**src/rtl/swq_pkg.sv**
```systemverilog
package swq_pkg;

  typedef enum logic [1:0] {
    ESZ_BYTE  = 2'd0,
    ESZ_WORD  = 2'd1,
    ESZ_DWORD = 2'd2,
    ESZ_RSVD  = 2'd3
  } esize_e;

  typedef enum logic {
    FL_IDLE  = 1'b0,
    FL_BURST = 1'b1
  } flush_st_e;

  // log2 of the element width in bytes
  function automatic logic [1:0] esize_shift(input logic [1:0] code);
    esize_e c;
    c = esize_e'(code);
    case (c)
      ESZ_BYTE: esize_shift = 2'd0;
      ESZ_WORD: esize_shift = 2'd2;
      default:  esize_shift = 2'd3;
    endcase
  endfunction

endpackage

```
**src/rtl/swq_addr_gen.sv**
```systemverilog
module swq_addr_gen #(
  parameter int AW = 32
) (
  input  logic          clk,
  input  logic          rst_n,
  input  logic          load,
  input  logic          step,
  input  logic [AW-1:0] base,
  input  logic [AW-1:0] stride,
  input  logic [1:0]    size_code,
  output logic [AW-1:0] cur_addr
);
  import swq_pkg::*;

  logic [AW-1:0] cur_q, cur_d;
  logic [AW-1:0] stb_q, stb_d;
  logic          en;

  assign en = load | step;

  always_comb begin
    cur_d = cur_q;
    stb_d = stb_q;
    if (load) begin
      cur_d = base;
      stb_d = stride << esize_shift(size_code);
    end else if (step) begin
      cur_d = cur_q + stb_q;
    end
  end

  always_ff @(posedge clk or negedge rst_n) begin
    if (!rst_n) begin
      cur_q <= '0;
      stb_q <= '0;
    end else if (en) begin
      cur_q <= cur_d;
      stb_q <= stb_d;
    end
  end

  assign cur_addr = cur_q;
endmodule

```
**src/rtl/swq_fifo.sv**
```systemverilog
module swq_fifo #(
  parameter int DW    = 64,
  parameter int AW    = 32,
  parameter int DEPTH = 8,
  localparam int PW   = $clog2(DEPTH),
  localparam int CW   = $clog2(DEPTH + 1)
) (
  input  logic          clk,
  input  logic          rst_n,
  input  logic          wr_en,
  input  logic [DW-1:0] wr_data,
  input  logic [AW-1:0] wr_addr,
  input  logic          rd_en,
  output logic [DW-1:0] head_data,
  output logic [AW-1:0] head_addr,
  output logic [AW-1:0] head1_addr,
  output logic [CW-1:0] count
);
  logic [DW-1:0] data_mem [DEPTH];
  logic [AW-1:0] addr_mem [DEPTH];
  logic [PW-1:0] wr_q, wr_d, rd_q, rd_d, rd_nx;
  logic [CW-1:0] cnt_q, cnt_d;

  function automatic logic [PW-1:0] bump(input logic [PW-1:0] p);
    bump = (p == PW'(DEPTH - 1)) ? '0 : p + 1'b1;
  endfunction

  assign rd_nx = bump(rd_q);

  always_comb begin
    wr_d  = wr_en ? bump(wr_q) : wr_q;
    rd_d  = rd_en ? rd_nx : rd_q;
    cnt_d = cnt_q;
    if (wr_en && !rd_en)      cnt_d = cnt_q + 1'b1;
    else if (!wr_en && rd_en) cnt_d = cnt_q - 1'b1;
  end

  always_ff @(posedge clk or negedge rst_n) begin
    if (!rst_n) begin
      wr_q  <= '0;
      rd_q  <= '0;
      cnt_q <= '0;
    end else begin
      if (wr_en)           wr_q  <= wr_d;
      if (rd_en)           rd_q  <= rd_d;
      if (wr_en ^ rd_en)   cnt_q <= cnt_d;
    end
  end

  // storage: one enable per entry, no reset needed on payload
  for (genvar e = 0; e < DEPTH; e++) begin : g_ent
    logic ent_we;
    assign ent_we = wr_en && (wr_q == PW'(e));
    always_ff @(posedge clk) begin
      if (ent_we) begin
        data_mem[e] <= wr_data;
        addr_mem[e] <= wr_addr;
      end
    end
  end

  assign head_data  = data_mem[rd_q];
  assign head_addr  = addr_mem[rd_q];
  assign head1_addr = addr_mem[rd_nx];
  assign count      = cnt_q;
endmodule

```
**src/rtl/swq_flush_ctl.sv**
```systemverilog
module swq_flush_ctl #(
  parameter int AW        = 32,
  parameter int PAGE_W    = 11,
  parameter int THRESH    = 6,
  parameter int MAX_BURST = 256,
  parameter int CW        = 4,
  localparam int BW       = $clog2(MAX_BURST + 1)
) (
  input  logic          clk,
  input  logic          rst_n,
  input  logic [CW-1:0] count,
  input  logic [AW-1:0] head_addr,
  input  logic [AW-1:0] head1_addr,
  input  logic [AW-1:0] next_addr,
  input  logic          stream_live,
  input  logic          stream_ended,
  input  logic          mem_ready,
  output logic          mem_valid,
  output logic          mem_last,
  output logic          pop
);
  import swq_pkg::*;

  flush_st_e     st_q, st_d;
  logic [BW-1:0] beat_q, beat_d;
  logic          have, trig_fill, trig_page, trig_end, trig;
  logic          brk_page, brk_cap, brk_empty;

  assign have      = (count != '0);
  assign trig_fill = (count >= CW'(THRESH));
  assign trig_page = stream_live && have &&
                     (next_addr[AW-1:PAGE_W] != head_addr[AW-1:PAGE_W]);
  assign trig_end  = stream_ended && have;
  assign trig      = trig_fill | trig_page | trig_end;

  assign brk_empty = (count == CW'(1));
  assign brk_page  = (head1_addr[AW-1:PAGE_W] != head_addr[AW-1:PAGE_W]);
  assign brk_cap   = (beat_q == BW'(MAX_BURST - 1));

  assign mem_valid = (st_q == FL_BURST);
  assign mem_last  = mem_valid && (brk_empty || brk_page || brk_cap);
  assign pop       = mem_valid && mem_ready;

  always_comb begin
    st_d   = st_q;
    beat_d = beat_q;
    case (st_q)
      FL_IDLE: begin
        if (trig) begin
          st_d   = FL_BURST;
          beat_d = '0;
        end
      end
      default: begin
        if (pop) begin
          if (mem_last) st_d = FL_IDLE;
          else          beat_d = beat_q + 1'b1;
        end
      end
    endcase
  end

  always_ff @(posedge clk or negedge rst_n) begin
    if (!rst_n) begin
      st_q   <= FL_IDLE;
      beat_q <= '0;
    end else begin
      st_q   <= st_d;
      beat_q <= beat_d;
    end
  end
endmodule

```
**src/rtl/stride_wr_queue.sv**
```systemverilog
module stride_wr_queue #(
  parameter int AW        = 32,
  parameter int DW        = 64,
  parameter int DEPTH     = 8,
  parameter int THRESH    = 6,
  parameter int PAGE_W    = 11,
  parameter int MAX_BURST = 256,
  parameter int LEN_W     = 16,
  localparam int CW       = $clog2(DEPTH + 1),
  localparam int PEND_W   = CW + 4
) (
  input  logic             clk,
  input  logic             rst_n,
  input  logic             cfg_start,
  input  logic [AW-1:0]    cfg_base,
  input  logic [AW-1:0]    cfg_stride,
  input  logic [1:0]       cfg_size,
  input  logic             cfg_counted,
  input  logic [LEN_W-1:0] cfg_len,
  input  logic             stream_close,
  input  logic             push_valid,
  input  logic [DW-1:0]    push_data,
  output logic             push_ready,
  output logic             mem_valid,
  input  logic             mem_ready,
  output logic [AW-1:0]    mem_addr,
  output logic [DW-1:0]    mem_data,
  output logic [1:0]       mem_size,
  output logic             mem_last,
  input  logic             mem_ack,
  output logic             done
);
  logic             live_q, live_d, started_q, started_d, counted_q, counted_d;
  logic [LEN_W-1:0] remain_q, remain_d;
  logic [1:0]       size_q, size_d;
  logic [PEND_W-1:0] pend_q, pend_d;
  logic             push_fire, pop, ended, ack_ok;
  logic [AW-1:0]    next_addr, head1_addr;
  logic [CW-1:0]    buf_count;

  assign push_ready = live_q && (buf_count != CW'(DEPTH));
  assign push_fire  = push_valid && push_ready;
  assign ended      = started_q && !live_q;
  assign ack_ok     = mem_ack && (pend_q != '0);

  swq_addr_gen #(.AW(AW)) u_agen (
    .clk(clk), .rst_n(rst_n), .load(cfg_start), .step(push_fire),
    .base(cfg_base), .stride(cfg_stride), .size_code(cfg_size),
    .cur_addr(next_addr)
  );

  swq_fifo #(.DW(DW), .AW(AW), .DEPTH(DEPTH)) u_buf (
    .clk(clk), .rst_n(rst_n), .wr_en(push_fire), .wr_data(push_data),
    .wr_addr(next_addr), .rd_en(pop), .head_data(mem_data),
    .head_addr(mem_addr), .head1_addr(head1_addr), .count(buf_count)
  );

  swq_flush_ctl #(
    .AW(AW), .PAGE_W(PAGE_W), .THRESH(THRESH),
    .MAX_BURST(MAX_BURST), .CW(CW)
  ) u_flush (
    .clk(clk), .rst_n(rst_n), .count(buf_count), .head_addr(mem_addr),
    .head1_addr(head1_addr), .next_addr(next_addr), .stream_live(live_q),
    .stream_ended(ended), .mem_ready(mem_ready), .mem_valid(mem_valid),
    .mem_last(mem_last), .pop(pop)
  );

  always_comb begin
    live_d    = live_q;
    started_d = started_q;
    counted_d = counted_q;
    remain_d  = remain_q;
    size_d    = size_q;
    if (cfg_start) begin
      live_d    = !(cfg_counted && (cfg_len == '0));
      started_d = 1'b1;
      counted_d = cfg_counted;
      remain_d  = cfg_len;
      size_d    = cfg_size;
    end else begin
      if (push_fire && counted_q) remain_d = remain_q - 1'b1;
      if (stream_close || (push_fire && counted_q && remain_q == LEN_W'(1)))
        live_d = 1'b0;
    end
  end

  always_comb begin
    pend_d = pend_q;
    if (push_fire && !ack_ok)      pend_d = pend_q + 1'b1;
    else if (!push_fire && ack_ok) pend_d = pend_q - 1'b1;
  end

  always_ff @(posedge clk or negedge rst_n) begin
    if (!rst_n) begin
      live_q    <= 1'b0;
      started_q <= 1'b0;
      counted_q <= 1'b0;
      remain_q  <= '0;
      size_q    <= '0;
      pend_q    <= '0;
    end else begin
      live_q    <= live_d;
      started_q <= started_d;
      counted_q <= counted_d;
      size_q    <= size_d;
      if (cfg_start || push_fire)  remain_q <= remain_d;
      if (push_fire ^ ack_ok)      pend_q   <= pend_d;
    end
  end

  assign mem_size = size_q;
  assign done     = ended && (pend_q == '0);
endmodule

```
**config.mk**
```make
export PLATFORM = sky130hd
export DESIGN_NAME = stride_wr_queue
export DESIGN_NICKNAME = d
export VERILOG_FILES = /design/src/rtl/swq_pkg.sv /design/src/rtl/swq_addr_gen.sv /design/src/rtl/swq_fifo.sv /design/src/rtl/swq_flush_ctl.sv /design/src/rtl/stride_wr_queue.sv
export SDC_FILE = /design/constraint.sdc
export NUM_CORES = 1
export LEC_CHECK = 0
export ABC_AREA = 1
export BUFFER_PORTS_ARGS = -buffer_cell sky130_fd_sc_hd__buf_2
export CAP_MARGIN = 5
export CORE_ASPECT_RATIO = 0.5
export CORE_MARGIN = 1.5
export CORE_UTILIZATION = 45
export DETAILED_ROUTE_END_ITERATION = 10
export GPL_TIMING_DRIVEN = 0
export HOLD_SLACK_MARGIN = 0.06
export PLACE_DENSITY = 0.71
export SETUP_SLACK_MARGIN = 0.02
export SLEW_MARGIN = 20
export SYNTH_ARGS = -nofsm -noshare
export SYNTH_HDL_FRONTEND = slang
export SYNTH_SLANG_ARGS = --single-unit
```
**constraint.sdc**
```tcl
create_clock -name clk -period 9.4 [get_ports clk]
set_clock_uncertainty 0.1 [all_clocks]
set_input_delay 2.82 -clock clk [delete_from_list [all_inputs] [get_ports clk]]
set_output_delay 2.82 -clock clk [all_outputs]
set_load 0.01 [all_outputs]
```
==> impl_metrics.tcl, run 1 <==
set metrics [dict create \
    status "complete, no violations" \
    initial_core_util_pct 45.4 \
    die_y_um 214 \
    critPathMaxFanout 13 \
    register_area_um2 25900 \
    cts.sinks 881 \
    grt_use_met3_pct 4.97 \
    ys_ff_latch 881 \
    rows 77 \
    max_freq_mhz 138 \
    crit_required_ns 6.48 \
    synth_seq_area_share_pct 64.5 \
    final-instance-count-excl-fill 5674 \
    ys_warn_count 0 \
    clkSlewWorstSetupHoldPaths_ns 0.06 \
    worstPathCellList "inv_1 > clkbuf_1 > clkbuf_2 > clkbuf_1 > clkbuf_1 > a31oi_1 > buf_2" \
    finalCriticalPeriod_ns 7.26 \
    worstSetupEndpointType "output pin" \
    vias 32600 \
    clock_latency_ns 0.67 \
    synth_ff_type "edfxtp_1" \
    final_cell_mix "nand2_1, edfxtp_1, nor2_1" \
    setup_tns_ns 0 \
    grt_use_total_pct 27.4 \
    ios 256 \
    min_path_type "register to register" \
    final_nets 4620 \
    core_um2 88300 \
    ant_nets 0 \
    route.detailed.drc 0 \
    ctsRootBufferMaster "clkbuf_16" \
    synthCells 3976 \
    cts_tree "done" \
    path_common_cell "clkbuf_1" \
    design.die.area_um2 91100 \
    ctsHoldBuffers 0 \
    path_class "register to output pin" \
    rsz0062_at_grt "false" \
    arrival_ns 4.34 \
    layout_commonest_cell "nand2_1" \
    grt_overflow_total 0 \
    die-width_um 425 \
    vias_per_cell 5.74 \
    first_pass_iters 6 \
    dpl.hpwl_um 89100 \
    multi_input_area_um2 12400 \
    drv_cap 0 \
    fill_cells 7544 \
    routed_wl_um 127000 \
    cts_buffers 82 \
    slew_viol_final 0 \
    vdd_drop_max_uv 176 \
    start_kind "register" \
    synthArstFlopShare_pct 12.8 \
    fin_crit_sh_pct 77.2 \
    report.final.hold_viol_count 0 \
    cts_max_path_buffers 3 \
    wl_per_cell_um 22.4 \
    synth.avg_cell_area_um2 10.1 \
    synth-edff-count 768 \
    cts_resized 0 \
    grtUsageMet2_pct 44.1 \
    powerDensity_nw_per_um2 317 \
    drt-initial-drc-count 4244 \
    crit_family "buffers and inverters" \
    drive_gt1_share_pct 12.4 \
    setup_violations 0 \
    max_slew_margin_pct 29.1 \
    ys_types 46 \
    dpl.cell_count 5510 \
    syn_nets 4187 \
    grt_max_degree 73 \
    cpPeakStageDelay_ns 0.68 \
    grt_most_used_layer "met2" \
    syn2layout_area_growth_pct 16.4 \
    p_leak_uw 0.0184 \
    use_met1_pct 36.0 \
    io_buffers 254 \
    antenna_found_initial 11 \
    slowest_stage "clkbuf_1" \
    grt_pass1_vias 31600 \
    grt_pass1_wl_um 190000 \
    htreeDepth 3 \
    place.gp.congestion 0.970 \
    synth_area_um2 40100 \
    worst_pin_slew_ns 1.06 \
    post-cts-setup-buffer-count 0 \
    cp_num_buf_inv 6 \
]
## Yosys cell counts (all sizes together) (2+ instances only)
cell,count,share of area (%)
a21o,6,0.11
a21oi,57,0.71
a221oi,2,0.044
a31oi,87,1.4
and2,3,0.047
buf,84,1.0
clkbuf,126,1.2
dfrtp,113,7.0
edfxtp,768,57
fa,2,0.10
ha,55,1.7
inv,280,2.6
nand2,801,7.5
nand3,268,3.4
nand3b,5,0.094
nand4,13,0.20
nor2,687,6.4
nor3,15,0.20
nor3b,3,0.056
nor4,7,0.11
o211ai,22,0.41
o21ai,392,4.9
o21bai,10,0.19
o221ai,21,0.46
o22ai,77,1.2
o311ai,3,0.065
o31ai,23,0.43
or2,2,0.031
xnor2,14,0.31
xor2,24,0.52
## worst reg2reg max path: stages (launching register included)
cell	delay, ns
dfrtp_1	0.47
inv_1	0.10
ha_1	0.24
nand3_1	0.10
nand2_1	0.05
inv_1	0.10
nand2_1	0.21
clkbuf_1	0.36
nor3_2	0.68
buf_6	0.25
buf_4	0.22
buf_6	0.17
buf_4	0.21
buf_4	0.23
buf_6	0.18
buf_4	0.22
## flip-flops by register name, summed over array words and instances, names as in the netlist
name,flops
u_agen.cur_addr,32
u_buf.addr_mem,256
remain_q,16
u_buf.count,4
live_q,1
started_q,1
mem_size,2
u_buf.data_mem,512
pend_q,8
u_flush.beat_q,9
u_buf.wr_q,3
u_flush.mem_valid,1
u_buf.rd_q,3
counted_q,1
u_agen.stb_q,32
## per-stage QoR
step	power, µW	instance area, µm²	setup slack (ns)	utilization, %	hold WS [ns]
after global placement	11100	42900	-8.05	48.5	0.348
final	14800	46700	2.14	52.9	0.378
after detailed placement	11200	43900	2.68	49.7	0.353
after floorplan	8680	40100	-0.991	-	0.337
after global routing	15500	46700	2.10	52.9	0.388
after CTS	14600	46700	1.95	52.8	0.370
## cells by family after synthesis
family / count (synthesis) / synth area share (%)
adder cells (fa/ha/maj): 57 / 1.81
AND/OR/NAND/NOR: 1806 / 18.1
AO/OA/AOI/OAI: 703 / 9.92
buffers and inverters: 491 / 4.82
flip-flops: 881 / 64.5
XOR/XNOR: 38 / 0.829
## layout make-up
class,count,area share (%)
Sequential cell,881,55.4
Tap cell,1185,3.17
Clock inverter,54,1.37
Clock buffer,97,4.60
Multi-Input combinational cell,2604,26.5
Antenna cell,13,0.0696
Buffer,210,1.89
Inverter,281,2.26
Timing Repair Buffer,349,4.76
## per-layer routing
metal / share of wire, % / up-vias
li1: - / 14600
met2: 47 / 1760
met3: 8.7 / 372
met1: 39 / 15800
met5: 0 / -
met4: 5.1 / 0
## worst paths after layout
path / start / to / slack (ns) / cells past startpoint
max reg2reg: u_buf.count[1]$_DFFE_PN0P_ / u_buf.data_mem[5][50]$_DFFE_PP_ / 5.24 / 15
max in group asynchronous: rst_n / u_agen.cur_addr[12]$_DFFE_PN0N_ / 6.49 / 2
max: u_buf.rd_q[2]$_DFFE_PN0P_ / mem_data[5] / 2.14 / 7
min reg2reg: u_flush.beat_q[3]$_DFFE_PN0P_ / u_flush.beat_q[3]$_DFFE_PN0P_ / 0.38 / 2
min in group asynchronous: rst_n / pend_q[4]$_DFFE_PN0P_ / 2.00 / 1
min: u_flush.beat_q[3]$_DFFE_PN0P_ / u_flush.beat_q[3]$_DFFE_PN0P_ / 0.38 / 2
## power breakdown
part	leakage, µW	internal [µW]	switching, µW	total (µW)
Clock	0.00135	1960	1530	3490
Combinational	0.00876	1830	4540	6370
Sequential	0.00833	4690	238	4930
Power figures use the tool's default switching activity.
==> inputs of run 2 (changes only) <==
Settings changed: PLACE_DENSITY 0.71 to 0.73.
Clock period 9.4 ns to 5.8 ns, I/O delays scaled along.
==> run 2 against run 1 <==
Combinational power up 63%. Die area unchanged. Cell count down 0.56%.
==> impl_metrics.tcl, run 2 (synthesis gave the netlist of run 1 again) <==
set metrics [dict create \
    syn2layout_area_growth_pct 16.8 \
    grt_most_used_layer "met2" \
    route.detailed.drc 0 \
    worstSetupEndpointType "output pin" \
    top_register "u_buf.data_mem" \
    top_regs "u_buf.data_mem: 512 flops, u_buf.addr_mem: 256 flops" \
    layout_commonest_cell "nand2_1" \
    reg2reg_depth 13 \
    status "complete, no violations" \
    io_buffers 254 \
    slew_viol_final 0 \
    drt-initial-drc-count 4200 \
    finalCriticalPeriod_ns 5.74 \
    fin_crit_sh_pct 99.0 \
    setup_violations 0 \
    grt_pass1_wl_um 187000 \
    r2r_end "u_buf.data_mem[4][42]$_DFFE_PP_" \
    vdd_drop_max_uv 232 \
    cts_max_path_buffers 3 \
    path_class "register to output pin" \
    critPathMaxFanout 10 \
    crit_required_ns 3.96 \
    wl_per_cell_um 22.4 \
    final_cell_mix "nand2_1, edfxtp_1, nor2_1" \
    rows 77 \
    clock_latency_ns 0.68 \
    die_y_um 214 \
    max_slew_margin_pct 36.0 \
    ios 256 \
    grt_pass1_vias 31000 \
    largest_reg_flops 512 \
    grt_overflow_total 0 \
    powerDensity_nw_per_um2 509 \
    rsz0062_at_grt "true" \
    grt_use_total_pct 27.1 \
    ant_nets 0 \
    drive_gt1_share_pct 12.3 \
    max_freq_mhz 174 \
    vias_per_cell 5.73 \
    place.gp.congestion 0.992 \
    min_path_type "register to register" \
    core_um2 88300 \
    ff2ff_setup_slack_ns 2.08 \
    grt_max_degree 66 \
    dpl.hpwl_um 88300 \
    first_pass_iters 6 \
    worst_pin_slew_ns 0.960 \
    final_nets 4588 \
    antenna_found_initial 16 \
    cts_buffers 81 \
    design.die.area_um2 91100 \
    fin_ws_ns 0.0567 \
    dpl_worst_slack_ns 0.137 \
    use_met1_pct 35.3 \
    ctsRootBufferMaster "clkbuf_16" \
    initial_core_util_pct 45.4 \
    dpl-instance-area_um2 44100 \
    cp-startpoint "u_buf.rd_q[0]$_DFFE_PN0P_" \
    finalInstanceArea_um2 46900 \
    setup_tns_ns 0 \
    cts.sinks 881 \
    routed_wl_um 126000 \
    grtUsageMet2_pct 43.5 \
    cts_tree "done" \
    drv_cap 0 \
    die-width_um 425 \
    clkSlewWorstSetupHoldPaths_ns 0.06 \
    start_kind "register" \
    p_leak_uw 0.0184 \
    arrival_ns 3.90 \
    grt_use_met3_pct 5.01 \
    report.final.hold_viol_count 0 \
    reg2reg_from "u_buf.count[1]$_DFFE_PN0P_" \
    crit_end "mem_last" \
    post-cts-setup-buffer-count 0 \
    vias 32400 \
    htreeDepth 3 \
]
-- run 2: layout make-up --
cell class	count	area, µm²
clock inverters	48	499
well taps	1185	1480
fillers	7466	41500
plain buffers	209	932
flip-flops and latches	881	25900
multi-input cells	2604	12400
clock buffers	100	2140
inverters	281	1050
diodes	15	37.5
repair buffers	319	2430
-- run 2: per-layer routing --
layer / wire, µm / vias up
li1: - / 14600
met1: 48900 / 15600
met4: 6980 / 2
met2: 58700 / 1818
met3: 11600 / 375
met5: 17 / -
-- run 2: worst min path at each step --
| stage | start | endpoint | slack, ns | cells after the start |
|---|---|---|---|---|
| detailed placement | started_q$_DFFE_PN0P_ | started_q$_DFFE_PN0P_ | 0.35 | 1 |
| CTS | started_q$_DFFE_PN0P_ | started_q$_DFFE_PN0P_ | 0.37 | 1 |
| finish | u_flush.beat_q[8]$_DFFE_PN0P_ | u_flush.beat_q[8]$_DFFE_PN0P_ | 0.37 | 2 |
| global placement | started_q$_DFFE_PN0P_ | started_q$_DFFE_PN0P_ | 0.35 | 1 |
| floorplan | started_q$_DFFE_PN0P_ | started_q$_DFFE_PN0P_ | 0.34 | 1 |
| global route | started_q$_DFFE_PN0P_ | started_q$_DFFE_PN0P_ | 0.39 | 1 |
-- run 2: worst max-delay path: stages (launching register included) --
cell      delay, ns
dfrtp_1        0.48
ha_1           0.25
ha_1           0.35
clkbuf_1       0.68
nand2_1        0.18
nand3_1        0.16
nand2_1        0.06
nor2_1         0.28
nand2_1        0.09
nor2_1         0.13
nand3_2        0.18
nand2_4        0.18
inv_1          0.07
buf_2          0.14
-- run 2: stage by stage --
stage / instances / total power [µW] / hold slack (ns) / utilization, %
global route: 5641 / 24900 / 0.391 / 53.1
detailed placement: 5480 / 18200 / 0.355 / 50.0
floorplan: 3976 / 14000 / 0.337 / -
global placement: 5415 / 17900 / 0.352 / 48.6
CTS: 5627 / 23600 / 0.371 / 53.0
finish: 5642 / 23900 / 0.370 / 53.1
-- run 2: power breakdown --
part           total (µW)  internal (µW)  leakage, µW  switching [µW]
sequential           8000           7600      0.00833             394
clock                5430           2970      0.00128            2460
combinational       10400           3050      0.00882            7380
-- run 2: repair_timing --
item / in CTS / in global routing
setup endpoints to repair: 76 / 6
hold endpoints to repair: 0 / 0
gates resized for setup: 19 / 30
hold buffers: 0 / 0
